===== config.mk =====
export PLATFORM = sky130hd
export DESIGN_NAME = epp_host
export DESIGN_NICKNAME = d
export VERILOG_FILES = /design/src/rtl/epp_host_pkg.sv /design/src/rtl/epp_rst_sync.sv /design/src/rtl/epp_wdog.sv /design/src/rtl/epp_seq.sv /design/src/rtl/epp_host.sv
export SDC_FILE = /design/constraint.sdc
export NUM_CORES = 1
export LEC_CHECK = 0
export ABC_AREA = 1
export BUFFER_PORTS_ARGS = -buffer_cell sky130_fd_sc_hd__buf_2
export CAP_MARGIN = 0
export CORE_UTILIZATION = 50
export DETAILED_ROUTE_END_ITERATION = 10
export GPL_ROUTABILITY_DRIVEN = 0
export PLACE_DENSITY = 0.73
export SYNTH_ARGS = -nofsm -noshare
export SYNTH_HDL_FRONTEND = slang
export SYNTH_SLANG_ARGS = --single-unit

===== constraint.sdc =====
create_clock -name clk -period 8.1 [get_ports clk]
set_input_delay 0.81 -clock clk [delete_from_list [all_inputs] [get_ports clk]]
set_output_delay 0.81 -clock clk [all_outputs]
set_load 0.005 [all_outputs]

===== src/rtl/epp_host_pkg.sv =====
package epp_host_pkg;

  typedef enum logic [2:0] {
    ST_IDLE,
    ST_SETUP,
    ST_GATE,
    ST_STRB,
    ST_REL,
    ST_FIN
  } epp_st_e;

  localparam logic [2:0] OFS_STAT = 3'd1;
  localparam logic [2:0] OFS_ADDR = 3'd3;
  localparam logic [2:0] OFS_DATA = 3'd4;
  localparam logic [2:0] OFS_HALF = 3'd5;
  localparam logic [2:0] OFS_WRD0 = 3'd6;
  localparam logic [2:0] OFS_WRD1 = 3'd7;

endpackage


===== src/rtl/epp_rst_sync.sv =====
module epp_rst_sync (
  input  logic clk,
  input  logic rst_n,
  output logic srst_n
);

  logic [1:0] sync_q;
  logic [1:0] sync_d;

  assign sync_d = {sync_q[0], 1'b1};

  always_ff @(posedge clk or negedge rst_n) begin
    if (!rst_n) sync_q <= '0;
    else        sync_q <= sync_d;
  end

  assign srst_n = sync_q[1];

endmodule


===== src/rtl/epp_wdog.sv =====
module epp_wdog #(
  parameter int LIMIT = 1250
) (
  input  logic clk,
  input  logic rst_n,
  input  logic restart,
  input  logic run,
  output logic expired
);

  localparam int CW = $clog2(LIMIT + 1);
  localparam logic [CW-1:0] LAST = CW'(LIMIT - 1);

  logic [CW-1:0] cnt_q;
  logic [CW-1:0] cnt_d;
  logic          cnt_en;

  always_comb begin
    expired = run && (cnt_q == LAST);
    cnt_en  = restart || (run && !expired);
    cnt_d   = restart ? '0 : cnt_q + 1'b1;
  end

  always_ff @(posedge clk or negedge rst_n) begin
    if (!rst_n)      cnt_q <= '0;
    else if (cnt_en) cnt_q <= cnt_d;
  end

  // the count never passes the abort point
  assert_wdog_bound_R8: assert property (@(posedge clk) disable iff (!rst_n)
    cnt_q <= LAST);

endmodule


===== src/rtl/epp_seq.sv =====
module epp_seq
  import epp_host_pkg::*;
#(
  parameter int BYTES   = 4,
  parameter int TMO_CYC = 1250
) (
  input  logic                         clk,
  input  logic                         rst_n,
  input  logic                         start,
  input  logic                         start_local,
  input  logic                         start_we,
  input  logic                         start_adr,
  input  logic [((BYTES>1)?$clog2(BYTES):1)-1:0] start_last,
  input  logic [8*BYTES-1:0]           start_wdata,
  input  logic                         legacy,
  input  logic                         wait_i,
  input  logic [7:0]                   din,
  output logic                         idle,
  output logic                         done,
  output logic                         tmo_evt,
  output logic [8*BYTES-1:0]           rdata,
  output logic                         nwrite,
  output logic                         ndstrb,
  output logic                         nastrb,
  output logic [7:0]                   dout,
  output logic                         doe
);

  localparam int IW = (BYTES > 1) ? $clog2(BYTES) : 1;
  localparam int DW = 8 * BYTES;

  epp_st_e       st_q, st_d;
  logic [IW-1:0] idx_q, idx_d;
  logic [IW-1:0] last_q;
  logic          we_q, adr_q;
  logic [DW-1:0] wbuf_q;
  logic          load, go, cap, abort, expired, in_xfer;
  logic          wd_restart, wd_run;

  assign load = (st_q == ST_IDLE) && start;
  assign go   = legacy || !wait_i;

  always_comb begin
    st_d  = st_q;
    idx_d = idx_q;
    cap   = 1'b0;
    abort = 1'b0;
    unique case (st_q)
      ST_IDLE: begin
        if (start) begin
          st_d  = start_local ? ST_FIN : ST_SETUP;
          idx_d = '0;
        end
      end
      ST_SETUP: st_d = ST_GATE;
      ST_GATE: begin
        if (go) st_d = ST_STRB;
        else if (expired) begin
          st_d  = ST_FIN;
          abort = 1'b1;
        end
      end
      ST_STRB: begin
        if (wait_i) begin
          st_d = ST_REL;
          cap  = 1'b1;
        end else if (expired) begin
          st_d  = ST_FIN;
          abort = 1'b1;
        end
      end
      ST_REL: begin
        if (idx_q == last_q) st_d = ST_FIN;
        else begin
          st_d  = ST_SETUP;
          idx_d = idx_q + 1'b1;
        end
      end
      ST_FIN:  st_d = ST_IDLE;
      default: st_d = ST_IDLE;
    endcase
  end

  always_ff @(posedge clk or negedge rst_n) begin
    if (!rst_n) begin
      st_q  <= ST_IDLE;
      idx_q <= '0;
    end else begin
      st_q  <= st_d;
      idx_q <= idx_d;
    end
  end

  always_ff @(posedge clk or negedge rst_n) begin
    if (!rst_n) begin
      we_q   <= 1'b0;
      adr_q  <= 1'b0;
      last_q <= '0;
      wbuf_q <= '0;
    end else if (load) begin
      we_q   <= start_we && !start_local;
      adr_q  <= start_adr;
      last_q <= start_last;
      wbuf_q <= start_wdata;
    end
  end

  assign wd_restart = (st_q == ST_SETUP);
  assign wd_run     = (st_q == ST_GATE) || (st_q == ST_STRB);

  epp_wdog #(.LIMIT(TMO_CYC)) i_wdog (
    .clk     (clk),
    .rst_n   (rst_n),
    .restart (wd_restart),
    .run     (wd_run),
    .expired (expired)
  );

  // one capture register per byte lane
  for (genvar g = 0; g < BYTES; g++) begin : g_lane
    logic [7:0] byte_q;
    logic [7:0] byte_d;
    logic       byte_en;

    always_comb begin
      byte_en = 1'b0;
      byte_d  = byte_q;
      if (load) begin
        byte_en = 1'b1;
        byte_d  = '0;
      end else if (abort && (IW'(g) <= last_q)) begin
        byte_en = 1'b1;
        byte_d  = 8'hFF;
      end else if (cap && (idx_q == IW'(g))) begin
        byte_en = 1'b1;
        byte_d  = din;
      end
    end

    always_ff @(posedge clk or negedge rst_n) begin
      if (!rst_n)       byte_q <= '0;
      else if (byte_en) byte_q <= byte_d;
    end

    assign rdata[8*g +: 8] = byte_q;
  end

  assign in_xfer = (st_q == ST_SETUP) || (st_q == ST_GATE) ||
                   (st_q == ST_STRB)  || (st_q == ST_REL);
  assign doe     = we_q && in_xfer;
  assign nwrite  = !(we_q && in_xfer);
  assign dout    = doe ? wbuf_q[{idx_q, 3'b000} +: 8] : 8'h00;
  assign ndstrb  = !((st_q == ST_STRB) && !adr_q);
  assign nastrb  = !((st_q == ST_STRB) && adr_q);
  assign idle    = (st_q == ST_IDLE);
  assign done    = (st_q == ST_FIN);
  assign tmo_evt = abort;

  // quiet lines outside a transfer
  assert_idle_lines_R1: assert property (@(posedge clk) disable iff (!rst_n)
    (st_q == ST_IDLE) |-> (nwrite && ndstrb && nastrb && !doe));
  // write byte stays driven and steady under the strobe
  assert_write_hold_R3: assert property (@(posedge clk) disable iff (!rst_n)
    ((st_q == ST_STRB) && we_q) |-> (!nwrite && doe && $stable(dout)));
  // gated start holds off while wait is high
  assert_gate_hold_R4: assert property (@(posedge clk) disable iff (!rst_n)
    ((st_q == ST_GATE) && !legacy && wait_i) |=> (st_q != ST_STRB));
  // strobe stays low until wait goes high or watchdog fires
  assert_strobe_hold_R6: assert property (@(posedge clk) disable iff (!rst_n)
    ((st_q == ST_STRB) && !wait_i && !expired) |=> (st_q == ST_STRB));
  // completion is a single-clock pulse
  assert_ready_pulse_R7: assert property (@(posedge clk) disable iff (!rst_n)
    done |=> !done);
  // strobes are mutually exclusive
  assert_strobe_excl_R12: assert property (@(posedge clk) disable iff (!rst_n)
    !(!ndstrb && !nastrb));

endmodule


===== src/rtl/epp_host.sv =====
module epp_host
  import epp_host_pkg::*;
#(
  parameter int TMO_CYC   = 1250,
  parameter int BUS_BYTES = 4
) (
  input  logic                   clk,
  input  logic                   rst_n,
  input  logic                   cpu_req,
  input  logic                   cpu_we,
  input  logic [2:0]             cpu_addr,
  input  logic [8*BUS_BYTES-1:0] cpu_wdata,
  output logic [8*BUS_BYTES-1:0] cpu_rdata,
  output logic                   cpu_ready,
  input  logic                   legacy_start,
  input  logic                   pp_wait,
  input  logic [7:0]             pp_din,
  output logic [7:0]             pp_dout,
  output logic                   pp_doe,
  output logic                   pp_nwrite,
  output logic                   pp_ndstrb,
  output logic                   pp_nastrb,
  output logic                   pp_nrst
);

  localparam int DW = 8 * BUS_BYTES;
  localparam int IW = (BUS_BYTES > 1) ? $clog2(BUS_BYTES) : 1;

  logic          srst_n;
  logic          seq_idle, seq_done, tmo_evt;
  logic [DW-1:0] seq_rdata;
  logic          is_local, is_adr;
  logic [IW-1:0] last_idx;
  logic          accept, clr_req;
  logic          flag_q, flag_d, flag_en;
  logic          loc_q, loc_d;
  logic [DW-1:0] loc_rd_q, loc_rd_d;

  epp_rst_sync i_rst_sync (
    .clk    (clk),
    .rst_n  (rst_n),
    .srst_n (srst_n)
  );

  always_comb begin
    is_local = 1'b0;
    is_adr   = 1'b0;
    last_idx = '0;
    unique case (cpu_addr)
      OFS_ADDR: is_adr = 1'b1;
      OFS_DATA: last_idx = '0;
      OFS_HALF: last_idx = IW'(1);
      OFS_WRD0,
      OFS_WRD1: last_idx = IW'(BUS_BYTES - 1);
      default:  is_local = 1'b1;
    endcase
  end

  assign accept  = cpu_req && seq_idle;
  assign clr_req = accept && cpu_we && (cpu_addr == OFS_STAT) && cpu_wdata[0];

  always_comb begin
    flag_en = tmo_evt || clr_req;
    flag_d  = tmo_evt;
    loc_d   = is_local;
    loc_rd_d = '0;
    if (is_local && !cpu_we && (cpu_addr == OFS_STAT)) loc_rd_d = DW'(flag_q);
  end

  always_ff @(posedge clk or negedge srst_n) begin
    if (!srst_n)      flag_q <= 1'b0;
    else if (flag_en) flag_q <= flag_d;
  end

  always_ff @(posedge clk or negedge srst_n) begin
    if (!srst_n) begin
      loc_q    <= 1'b0;
      loc_rd_q <= '0;
    end else if (accept) begin
      loc_q    <= loc_d;
      loc_rd_q <= loc_rd_d;
    end
  end

  epp_seq #(.BYTES(BUS_BYTES), .TMO_CYC(TMO_CYC)) i_seq (
    .clk         (clk),
    .rst_n       (srst_n),
    .start       (accept),
    .start_local (is_local),
    .start_we    (cpu_we),
    .start_adr   (is_adr),
    .start_last  (last_idx),
    .start_wdata (cpu_wdata),
    .legacy      (legacy_start),
    .wait_i      (pp_wait),
    .din         (pp_din),
    .idle        (seq_idle),
    .done        (seq_done),
    .tmo_evt     (tmo_evt),
    .rdata       (seq_rdata),
    .nwrite      (pp_nwrite),
    .ndstrb      (pp_ndstrb),
    .nastrb      (pp_nastrb),
    .dout        (pp_dout),
    .doe         (pp_doe)
  );

  assign cpu_rdata = loc_q ? loc_rd_q : seq_rdata;
  assign cpu_ready = seq_done;
  assign pp_nrst   = srst_n;

  // the sticky bit only rises after an aborted cycle
  assert_flag_set_R8: assert property (@(posedge clk) disable iff (!srst_n)
    $rose(flag_q) |-> $past(tmo_evt));
  // the sticky bit only falls after a write of one to the status offset
  assert_flag_clear_R9: assert property (@(posedge clk) disable iff (!srst_n)
    $fell(flag_q) |-> $past(clr_req));
  // the bus is only driven while the write line is low
  assert_oe_write_R11: assert property (@(posedge clk) disable iff (!srst_n)
    pp_doe |-> !pp_nwrite);

endmodule


==> results of run 1 <==
-- per-layer routing --
metal  vias to the layer above  track usage [%]
met3                        17             3.97
met4                         0             8.36
met1                      2013             33.2
met2                       114             39.8
met5                         -                0
li1                       2157                -
-- synthesized netlist by cell type (2+ instances only) --
cell type and number:
o21ai_2 2, nand2_1 191, nand4_1 6, xnor2_1 2, dfrtp_1 89, a21oi_2 2, clkbuf_1 12, a21oi_1 20
nor2_4 5, nor3_1 11, buf_4 3, clkinv_1 3, ha_1 6, nand2_2 3, nand2_4 4, buf_2 6
inv_2 8, o21ai_0 27, o21bai_1 2, o21ai_1 6, nor2_1 84, nand3_2 4, inv_1 68, o22ai_1 2
nor2_2 2, nand3_1 51
-- path summary, 6_finish.rpt --
path | depth (start not counted) | start | endpoint
worst max-delay path | 4 | i_seq.idx_q[0]$_DFFE_PN0P_ | pp_dout[1]
worst min-delay path | 1 | rst_n | i_rst_sync.sync_q[0]$_DFF_PN0_
worst max register to register | 6 | i_seq.st_q[1]$_DFFE_PN0P_ | i_seq.last_q[1]$_DFFE_PN0P_
worst min register to register | 0 | i_rst_sync.sync_q[1]$_DFF_PN0_ | i_seq.g_lane[3].byte_q[0]$_DFFE_PN0P_
max in group asynchronous | 1 | i_rst_sync.sync_q[1]$_DFF_PN0_ | i_seq.wbuf_q[7]$_DFFE_PN0P_
min in group clk | 0 | i_rst_sync.sync_q[0]$_DFF_PN0_ | i_rst_sync.sync_q[1]$_DFF_PN0_
-- final cells by class --
cell class | count | share of cell area, %
clock inverter | 5 | 1.44
tap | 129 | 2.91
clock buffer | 11 | 2.37
inverter | 79 | 5.35
sequential | 89 | 40.2
multi-input combinational | 446 | 39.1
timing repair buffer | 95 | 8.62
-- cells in the final DEF, fill, tap and decap left out, types with 2 or more instances in the layout --
cell	count
ha_1	6
nand3_1	51
nand4_1	6
inv_1	68
nand2_2	3
clkinv_1	3
clkinvlp_4	2
clkbuf_1	2
o21bai_1	2
nand2_1	191
clkbuf_8	9
o21ai_1	6
nand3_2	4
bufinv_16	2
a21oi_1	20
nor2_2	2
o21ai_0	27
o22ai_1	2
nor3_1	11
o21ai_2	2
a21oi_2	2
nand2_4	4
xnor2_1	2
dfrtp_1	88
inv_2	8
buf_2	94
nor2_4	5
nor2_1	84
-- state kept, by name, summed over array words and instances, names as in the netlist --
register,flops
i_rst_sync.sync_q,2
i_seq.g_lane.byte_q,32
i_seq.we_q,1
i_seq.last_q,2
loc_q,1
i_seq.adr_q,1
i_seq.wbuf_q,32
flag_q,1
loc_rd_q,1
i_seq.idx_q,2
i_seq.i_wdog.cnt_q,11
i_seq.st_q,3
-- cells by family after synthesis --
kind of cell | Yosys count | share of synthesized area (%)
xor gates and xnor gates | 3 | 0.546
AOI/OAI and AO/OA | 69 | 8.57
buffers and inverters | 103 | 8.81
and+or+nand+nor | 367 | 34.2
other | 1 | 0.0779
DFF | 89 | 46.2
adders and majority gates | 6 | 1.56
-- through the flow --
step	util (%)	std cells	setup slack [ps]	cell area [um^2]
5_1_grt	59.7	854	4630	5540
6_report	59.7	854	4950	5540
4_1_cts	59.7	854	4940	5540
2_1_floorplan	-	638	5090	4820
3_3_place_gp	57.4	838	5230	5330
3_5_place_dp	57.4	838	5080	5330
-- power groups by stage --
| stage | logic, mW | registers, mW | clock network, mW |
|---|---|---|---|
| after floorplan | 0.595 | 0.720 | 0 |
| after global placement | 0.733 | 0.785 | 0 |
| after detailed placement | 0.758 | 0.792 | 0 |
| after CTS | 0.762 | 0.785 | 0.336 |
| after global routing | 0.870 | 0.813 | 0.357 |
| final | 0.755 | 0.786 | 0.333 |
==> impl_summary.md, run 1 <==
Die
The floorplan step defined a core boundary enclosing 0.00928 mm^2. In this run the vertical extent of the chip is 100 um. The area of the die is 0.0100 mm^2. The x dimension of the die is 100 um. The placement row count is 35. The initial utilization of the core area, before any placement, comes to 51.9%. 95 I/O pins were placed.

Critical path
The sort of element at the start of the critical path is a flop. Data arrives at the worst endpoint at 2340 ps. Among cell families on the critical path, the largest total delay comes from flip-flops. For this design, the slowest cell found on the critical path is dfrtp_1. The setup path with the least slack is of type flop to output pin.

The required time of the worst setup path is 7290 ps. Walking the worst path, the cells encountered are clkinv_1, o21ai_0, a21oi_1, buf_2. The worst setup path is captured at an output pin. The largest driver fanout on the critical path is 20. The combined buffer and inverter count along the critical path is 2.

On the worst path, the slowest cell contributes a delay of 780 ps. The setup check on the worst reg-to-reg path leaves a slack of 5280 ps.

Timing
The upper clock frequency limit is 317 MHz. Setup repair after global routing left no endpoint under its margin. For the final database, setup skew stands at 12.3 ps. The worst hold slack is 215 ps. The worst path needs 3150 ps of the cycle, external delays included. The number of pins exceeding their max-slew limit in the final report is 0. The period utilization is 38.9%. The setup violation total in the final timing report is 0. The sum of negative setup slack is 0 ps. For the pin with the worst max-slew slack, the measured transition is 1020 ps. Measured against its own limit, the worst slew margin works out to 32.1%. The total count of hold-check failures in the final report is 0.

Power
The static power due to leakage is 3.07 nW. The total power divided by cell area is 338 mW/mm^2. VDD sags by at most 0.000156 V. The power share of the clock group is 17.8%.

Combinational logic is responsible for 40.3% of the overall power. In this run, flip-flops and latches consume 41.9% of the power. Summing internal, switching and leakage power gives 1.87 mW. The net load switching power is 0.789 mW. The switching power share of the total is 42.1%. Internal power comes to 1.08 mW.

Drt
Across all layers, the routed design uses 4301 vias. The count of nets left with antenna violations once routing finished came out at 0. The routed design has 11500 um of wire. The detailed-routed wire length on met3 is 448 um. The detailed router finished its first iteration with 198 violations. In the routed layout, each cell is associated on average with a via count of 5.04. The highest signal layer in the routed design is met4. In the final routed layout, each cell accounts on average for 13.5 um.

In the final routing, the length of wire on met1 measures 5330 um. The first-pass iteration count of the detailed router is 5. Summed over all nets, wire length on met2 after detailed routing comes to 5520 um. For this run, design rule violations remaining after detail routing come to 0.

Synth
The netlist area before placement is 0.00482 mm^2. The prevailing post-synth register cell is dfrtp_1. Synthesis inferred 89 register bits. After synthesis, the netlist uses 45 different library cells. In this run, synthesis inferred 0 flip-flops with an integrated enable.

Ranked by total cell area, the synthesized netlist is headed by dfrtp_1 46%, nand2_1 15%, nor2_1 6.5%. The cell accounting for the most synthesized area is dfrtp_1. The number of warnings reported in the yosys synthesis log is 0.

Counting every instance in the synthesized netlist gives 638. The post-synth net total is 693. After synthesis, the largest area contributor takes up 46.2% of total cell area. The fraction of the yosys area taken by sequential cells is 46.2%. The post-synthesis average cell area is 7.55 um^2. In the synthesized netlist the async set-or-reset flop fraction comes to 100%.

Finish
The net count of the finished layout is 775. The layout cell share with drive strength beyond 1 is 20.3%. From synthesis to final layout, the design area changed by 15.1%.

After filler insertion, the fill cell instance count of the layout stands at 900. The footprint of the multi-input gates is 0.00216 mm^2. In the final layout, flip-flops and latches occupy 0.00223 mm^2. The number of antenna diodes in the final layout is 0.

Global route
The initial antenna violation count is 0. The total global routing overflow is 0. The first global-routing pass estimated 19400 um of wire.

The global-route usage over all layers is 24.4%. The via count of the first global-routing pass is 4162. The maximum number of pins on one net before global-route repair is 62.

Clock tree
Buffers inserted to repair hold after CTS numbered 0. After clock tree synthesis, the clock-pin slew on the worst setup and hold paths is 90 ps. The post-cts resize count is 0. The tree is rooted in a clkbuf_8. The number of clock sinks seen by CTS is 89. The maximum count of clock buffers along a single path is 2. TritonCTS built the clock tree.

Once the clock tree was built, the setup fixing pass inserted 0 buffers. The number of CTS-inserted buffers is 9. The later pin in the worst-skew pair is clocked with a latency of 360 ps. The H-tree was split into 3 levels.

Placement
Buffers placed on the I/O ports in this run total 94. Once detailed placement completed, the half-perimeter wirelength came to 8320 um.

Job
The number of maximum-capacitance violations is 0.

Run status
The flow ran to the end, and the final reports show no timing, DRC or antenna violations.

Worst hold path
The path class of the tightest hold or removal check is primary input to async pin.
No activity file was read; power rests on OpenSTA's default activity.
==> inputs of run 2 (changes only) <==
--- a/config.mk
+++ b/config.mk
@@ -5,13 +5,13 @@
 export SDC_FILE = /design/constraint.sdc
 export NUM_CORES = 1
 export LEC_CHECK = 0
-export ABC_AREA = 1
+export ABC_AREA = 0
 export BUFFER_PORTS_ARGS = -buffer_cell sky130_fd_sc_hd__buf_2
 export CAP_MARGIN = 0
 export CORE_UTILIZATION = 50
 export DETAILED_ROUTE_END_ITERATION = 10
 export GPL_ROUTABILITY_DRIVEN = 0
-export PLACE_DENSITY = 0.73
+export PLACE_DENSITY = 0.74
 export SYNTH_ARGS = -nofsm -noshare
 export SYNTH_HDL_FRONTEND = slang
 export SYNTH_SLANG_ARGS = --single-unit
==> constraint.sdc (replaced) <==
create_clock -name clk -period 3.2 [get_ports clk]
set_input_delay 0.32 -clock clk [delete_from_list [all_inputs] [get_ports clk]]
set_output_delay 0.32 -clock clk [all_outputs]
set_load 0.005 [all_outputs]
==> impl_summary.md, run 2 <==
Synth
The cell count after synthesis is 466. Summing the areas of all compound-gate instances in the mapped netlist gives 9.68% of the synthesized area. After synthesis, the largest family of logic cells by area is simple AND/OR/NAND/NOR gates. By count the netlist is led by 149 x nand2_1, 89 x dfrtp_1, 33 x nor2b_1, 18 x o211ai_1, 15 x buf_2.

The portion of synthesized cell area occupied by the leading cell type is 49.9%. The prevailing post-synth register cell is dfrtp_1. Summing the sequential cell areas from Yosys gives 49.9% of the chip area. The fraction of synthesized cell area in xor and xnor cells is 1.77%.

The number of nets in the synthesized netlist is 521. In the post-synthesis netlist, the cell with the most instances is nand2_1. In the synthesized netlist, mux cells make up 6.98% of the area. Of the total synthesized cell area, the portion taken by full adders, half adders and majority gates is 1.68%. The synthesized netlist occupies a cell area of 0.00446 mm^2. After synthesis, the mean cell area works out to 9.57 um^2. After synthesis the netlist holds a flip-flop and latch count of 89. The biggest area contributor in the post-synthesis netlist is dfrtp_1. After synthesis, the cell types taking the most area are dfrtp_1 50%, nand2_1 13%, nor2b_1 4.6%. The number of enable flip-flop cells after synthesis is 0.

Counting flops with an async set or reset pin after synthesis yields a share of 100%. The number of different library cells used by synthesis comes to 46. The share of synthesized cell area in and, or, nand and nor gates is 26.1%. During synthesis, Yosys emitted a total of 0 warnings.

Worst hold path
The class of the tightest hold or removal check is primary input to flop. The startpoint of the lowest-slack hold path is cpu_wdata[23]. The endpoint of the worst hold-timing path is i_seq.wbuf_q[23]$_DFFE_PN0P_. The hold-critical path depth is 3.

Finish
After routing the design area is 0.00524 mm^2. Leaving out fill and tap cells, the most frequent cell in the layout is nand2_1. For this run, the number of standard cells in the final layout without fillers is 663.

In the layout the commonest cells are 149 x nand2_1, 94 x buf_2, 88 x dfrtp_1. In the final layout, the registers with the most flip-flops are i_seq.g_lane.byte_q (32), i_seq.wbuf_q (32), i_seq.i_wdog.cnt_q (11). The antenna cell count is 0. Fill cells in the final layout number 756. The area growth from synthesis to final layout is 17.4%. The net count of the finished layout is 605. The layout cell share with drive strength beyond 1 is 23.6%.

Power
The worst supply voltage drop on vdd is 0.000392 V. The static power due to leakage is 2.68 nW. The cell-internal power is 2.88 mW. In this run, the clock network consumes 20.1% of the power. The sequential group share of total power is 43.9%. The power share of the combinational group is 35.9%. For this design the ratio of total power to cell area is 861 mW/mm^2. The net load switching power is 1.63 mW. In this run switching power makes up 36.2% of total power.

The overall power consumption is 4.51 mW.

Clock tree
The clock latency on the worst-skew pair is 350 ps. TritonCTS built the clock tree. No sink is reached through more buffers than the 2 on the longest clock path. Clock-pin slew was measured on the worst setup and hold paths at 90 ps. CTS placed an instance of clkbuf_8 at the clock tree root. CTS built an H-tree with a depth of 3. The number of clock buffers added by TritonCTS is 9. The number of clock sinks seen by CTS is 89.

The post-cts resize count is 0.

Timing
The post-route clock skew is 11.9 ps. Setup repair after global routing left no endpoint under its margin. The total count of hold-check failures in the final report is 0. The transition time at the pin with the least slew margin is 765 ps. The final critical path time including I/O delays and setup is 2430 ps.

Dividing the final minimum period by the clock period gives 76.0%. The upper clock frequency limit is 411 MHz. The number of pins exceeding their max-slew limit in the final report is 0. Setup violations remaining at the end of the flow were counted as 0. In this run the tightest slew margin relative to its limit is 49.0%. The sum of negative setup slack is 0 ps.

Setup slack closes at 767 ps.

Critical path
The arrival time at the worst endpoint is 2110 ps. In this run the critical register-to-register path is captured at flag_q$_DFFE_PN0P_. The largest driver fanout on the critical path is 15. The type of the worst setup path is flop to output pin. The depth of the most critical reg-to-reg path is 5. The capturing element type of the critical path is an output pin. Tracing the worst setup path back leads to its startpoint at i_seq.idx_q[0]$_DFFE_PN0P_. The sort of element at the start of the critical path is a flop. In this run the critical register-to-register path is launched from i_seq.st_q[1]$_DFFE_PN0P_.

STA puts the critical path data required time at 2880 ps. The register-to-register setup slack is 1020 ps.

Global route
The via count of the first global-routing pass was 3537. The maximum number of pins on one net before global-route repair is 51. The total global routing overflow is 0.

The wire length of the first global-routing pass is 16600 um. Global routing used 23.5% of the available tracks across all layers. The initial antenna violation count was 0.

Die
In this run the vertical extent of the chip is 96.5 um. The placement row count is 34. The effective utilization at floorplan is 51.4%. The die covers 0.00930 mm^2. After floorplanning, the core was sized to cover 0.00868 mm^2.

Pin placement for this block handled 95 I/O pins. In this run the horizontal extent of the chip is 96.5 um.

Placement
Summed over all nets, the half-perimeter wirelength after detailed placement is 7160 um. Summing all placed instances gives a cell area of 0.00499 mm^2. The total of buffers placed on input and output ports is 94. Prior to clock tree synthesis, the placed netlist has a worst setup slack of 1010 ps. The cell count after placement is 646.

Drt
The per-cell routed wire length is 15.1 um. The remaining design rule violation count is 0. The pre-antenna-repair detailed-routing pass consisted of 4 iterations. The mean number of vias per cell is 5.45. The total via count in the routed design is 3614. Once detail routing completed, the nets flagged for antenna violations numbered 0. The first routing iteration left 172 violations. The total detailed-routing wirelength is 10000 um.

Run status
The run finished with clean final reports.

Job
The number of maximum-capacitance violations is 0.
-- run 2: changes by cell type after synthesis, moves of 12 or more --
cell      change
nor2b_1      +33
o211ai_1     +17
inv_1        -59
nand3_1      -44
o21ai_0      -19
nor2_1       -74
nand2_1      -42
and3_1       +12
mux2i_1      +12
-- run 2: worst max path at each step --
stage	endpoint	depth (start not counted)
after CTS	pp_dout[6]	3
after detailed placement	i_seq.g_lane[2].byte_q[3]$_DFFE_PN0P_	5
after floorplan	flag_q$_DFFE_PN0P_	0
final	pp_dout[6]	3
after global routing	pp_dout[6]	3
after global placement	i_seq.g_lane[2].byte_q[0]$_DFFE_PN0P_	5
-- run 2: routing by layer --
metal  global-route usage [%]  up-vias  routed length, um
met4                     8.46        0                216
met5                        0        -                  0
met2                     39.5      127               4730
met3                     3.60       19                588
li1                         -     1754                  -
met1                     31.0     1714               4480
-- run 2: layout make-up --
cell class                 count  area (um^2)  share of cell area [%]
inverter                       9         33.8                   0.645
multi-input combinational    340         2080                    39.7
sequential                    89         2230                    42.6
clock buffer                  11          131                    2.51
tap                          108          135                    2.58
clock inverter                 5          104                    1.98
timing repair buffer         101          526                    10.0
-- run 2: per-stage QoR --
step / hold WS (ps) / util [%]
final: 154 / 60.4
after CTS: 147 / 60.4
after global routing: 161 / 60.4
after global placement: 105 / 57.5
after detailed placement: 107 / 57.5
after floorplan: 24.4 / -
-- run 2: critical path: stages (launching register included) --
cell,delay [ps]
dfrtp_1,850
mux4_2,600
and3_1,210
buf_2,120
-- run 2: power groups by stage --
stage          clock network [mW]  registers [mW]  logic [mW]
6_report                    0.907            1.98        1.62
3_3_place_gp                    0            1.97        1.58
4_1_cts                     0.923            1.98        1.64
3_5_place_dp                    0            2.00        1.63
2_1_floorplan                   0            1.80        1.29
5_1_grt                     0.966            2.05        1.85
-- run 2: kinds of logic after synthesis --
| logic type | Yosys count |
|---|---|
| flops | 89 |
| mux | 21 |
| compound gates | 58 |
| other cells | 1 |
| simple gates | 245 |
| xor+xnor | 9 |
| buf+inv | 37 |
| fa+ha+maj | 6 |
-- run 2: what timing repair did --
item	4_1_cts	5_1_grt
hold endpoints to repair	2	0
setup buffers	0	0
hold buffers	1	0
==> inputs of run 3 (changes only) <==
--- a/config.mk
+++ b/config.mk
@@ -5,13 +5,13 @@
 export SDC_FILE = /design/constraint.sdc
 export NUM_CORES = 1
 export LEC_CHECK = 0
-export ABC_AREA = 0
+export ABC_AREA = 1
 export BUFFER_PORTS_ARGS = -buffer_cell sky130_fd_sc_hd__buf_2
 export CAP_MARGIN = 0
 export CORE_UTILIZATION = 50
 export DETAILED_ROUTE_END_ITERATION = 10
 export GPL_ROUTABILITY_DRIVEN = 0
-export PLACE_DENSITY = 0.74
+export PLACE_DENSITY = 0.73
 export SYNTH_ARGS = -nofsm -noshare
 export SYNTH_HDL_FRONTEND = slang
 export SYNTH_SLANG_ARGS = --single-unit
==> constraint.sdc (replaced) <==
create_clock -name clk -period 2.5 [get_ports clk]
set_input_delay 0.25 -clock clk [delete_from_list [all_inputs] [get_ports clk]]
set_output_delay 0.25 -clock clk [all_outputs]
set_load 0.005 [all_outputs]
==> impl_summary.md, run 3 (synthesized netlist as in run 1, its figures left out) <==
Drt
Dividing the detail-routed via count by the number of cells gives 5.04. The detail route stage leaves a number of antenna-violating nets equal to 0. The first-pass iteration count of the detailed router is 5. The remaining design rule violation count is 0. The detailed router finished its first iteration with 187 violations. After detailed routing, the average wire length per cell comes to 13.0 um. The total detailed-routing wirelength is 11100 um. The total via count in the routed design is 4337.

Worst hold path
The class of the tightest hold or removal check is primary input to flop.

Timing
Across all hold checks on the routed design, the worst slack comes to 82.5 ps. Setup violations remaining at the end of the flow were counted as 0. For this run, the top clock speed supported by timing is 423 MHz. The smallest clock period supported by the final layout is computed as 2360 ps. The sum of negative setup slack is 0 ps. The transition time at the pin with the least slew margin is 549 ps.

The relative max-transition margin is 63.4%. Dividing the final minimum period by the clock period gives 94.5%. The number of pins exceeding their max-slew limit in the final report came to 0.

The total count of hold-check failures in the final report came to 0. Setup repair after global routing left no endpoint under its margin. The post-route clock skew is 12.4 ps.

Die
The die covers 0.0100 mm^2. The effective utilization at floorplan is 51.9%. The x dimension of the die is 100 um. The total area inside the core boundary comes to 0.00928 mm^2. The die boundary height is 100 um.

The I/O pin count is 95. After floorplanning, the core was divided into 35 placement rows.

Placement
After legalization and detailed placement, the total HPWL measured 8240 um. The total of buffers placed on input and output ports is 94.

Clock tree
Clock latency on the worst-skew pair, taken at its later pin, is 360 ps. The clock tree from TritonCTS is done. The post-cts resize count is 0. The tree built by TritonCTS fans out to 89 sinks. Buffers added to address setup during post-CTS repair amount to 0.

The H-tree was split into 3 levels. After clock tree synthesis, the clock-pin slew on the worst setup and hold paths is 90 ps. The number of hold buffers added after CTS was 1.

The tree is rooted in a clkbuf_8. The number of CTS-inserted buffers is 9. The maximum count of clock buffers along a single path is 2.

Power
The worst supply voltage drop on vdd is 0.000741 V. The static power due to leakage is 3.11 nW. The total power divided by cell area is 1080 mW/mm^2.

Critical path
The largest driver fanout on the critical path is 9. For this run, the slowest stage of the critical path takes 460 ps. Data on the critical path is required at its endpoint by 2250 ps.

The capturing element type of the critical path is an output pin. The arrival time at the worst endpoint is 2110 ps. The worst setup path is launched from a flop. On the critical path the largest part of the delay comes from buffers and inverters. The worst setup path is of the flop to output pin kind. Walking the worst path, the cells encountered are inv_1, nand2_1, inv_1, nor3_1, inv_2, a21oi_1, buf_2. The cell that appears most often on the critical path is inv_1. Among all stages on the critical path, the largest delay is contributed by dfrtp_1. The number of buffers and inverters on the critical path is 4.

Finish
The library cell used most frequently in the layout, excluding fill and tap cells, is nand2_1. In the layout the commonest cells are 191 x nand2_1, 94 x buf_2, 88 x dfrtp_1. From synthesis to final layout, the design area changed by 16.4%. For this run, the post-layout net count is 781. The antenna cell count is 0. The layout cell share with drive strength beyond 1 is 21.1%. Counting the fill cells in the layout gives 886. The largest registers in the layout are i_seq.g_lane.byte_q (32), i_seq.wbuf_q (32), i_seq.i_wdog.cnt_q (11).

Global route
The via count of the first global-routing pass is 4077. The wire length of the first global-routing pass is 19000 um. The global-route usage over all layers is 24.2%. Global routing finished with a remaining overflow of 0.

Entering global routing, the biggest net connects 88 pins. The initial antenna violation count was 0.

Run status
The flow ran to the end, and the final reports show no timing, DRC or antenna violations.

Job
Across the run, the number of max-cap violations was 0.
run 3: cell types whose count changed in the layout (fill, tap and decap cells not counted), sizes merged, moves of 12 or more:
| cell | change |
|---|---|
| o211ai | -16 |
| nand2 | +49 |
| nor2b | -33 |
| o21ai | +27 |
| mux2i | -12 |
| and3 | -12 |
| inv | +67 |
| nor2 | +81 |
| nand3 | +49 |
run 3: worst reg2reg max path, cell delays in order (launching register included):
cell and delay, ps:
dfrtp_1 440, nor2_2 180, nand2_1 140, nor2_4 290, inv_2 190, buf_4 320, nand3_1 170, nand2_1 60
run 3: path summary, 6_finish.rpt:
check,depth (start not counted),from,endpoint,slack (ps)
max in group asynchronous,1,i_rst_sync.sync_q[1]$_DFF_PN0_,i_seq.i_wdog.cnt_q[10]$_DFFE_PN0P_,1730
hold reg to reg,1,i_rst_sync.sync_q[1]$_DFF_PN0_,i_seq.wbuf_q[29]$_DFFE_PN0P_,360
min in group asynchronous,2,rst_n,i_rst_sync.sync_q[1]$_DFF_PN0_,210
setup reg to reg,7,i_seq.st_q[1]$_DFFE_PN0P_,i_seq.g_lane[3].byte_q[1]$_DFFE_PN0P_,610
setup / recovery,7,i_seq.st_q[2]$_DFFE_PN0P_,pp_dout[5],140
hold / removal,3,cpu_wdata[18],i_seq.wbuf_q[18]$_DFFE_PN0P_,80
run 3: metrics by stage:
step	instance area, um^2	utilization, %	total power, mW	setup WS [ps]	instances
after floorplan	4820	-	4.26	698	638
after global placement	5380	58.0	4.94	637	843
after detailed placement	5380	58.0	5.06	600	843
after CTS	5610	60.4	6.11	178	860
after global routing	5610	60.4	6.61	17.7	860
final	5610	60.4	6.07	138	860
run 3: power by group:
part	switching, mW	internal [mW]
clock	0.531	0.522
sequential	0.418	2.03
combinational	1.61	0.959
total	2.56	3.51
run 3: routing by layer:
metal  part of all wire [%]  track usage [%]  vias up
li1                       -                -     2179
met1                     46             33.3     2018
met2                     48             39.1      125
met3                    5.0             3.83       15
met4                    1.2             8.14        0
met5                      0                0        -
run 3: layout make-up:
class                   count  area, um^2  area share [%]
clock buffers              11         151            2.70
inverters                  79         297            5.29
clock inverters             5        63.8            1.14
multi-input cells         446        2160            38.6
well taps                 129         161            2.88
repair buffers            101         538            9.60
flip-flops and latches     89        2230            39.8
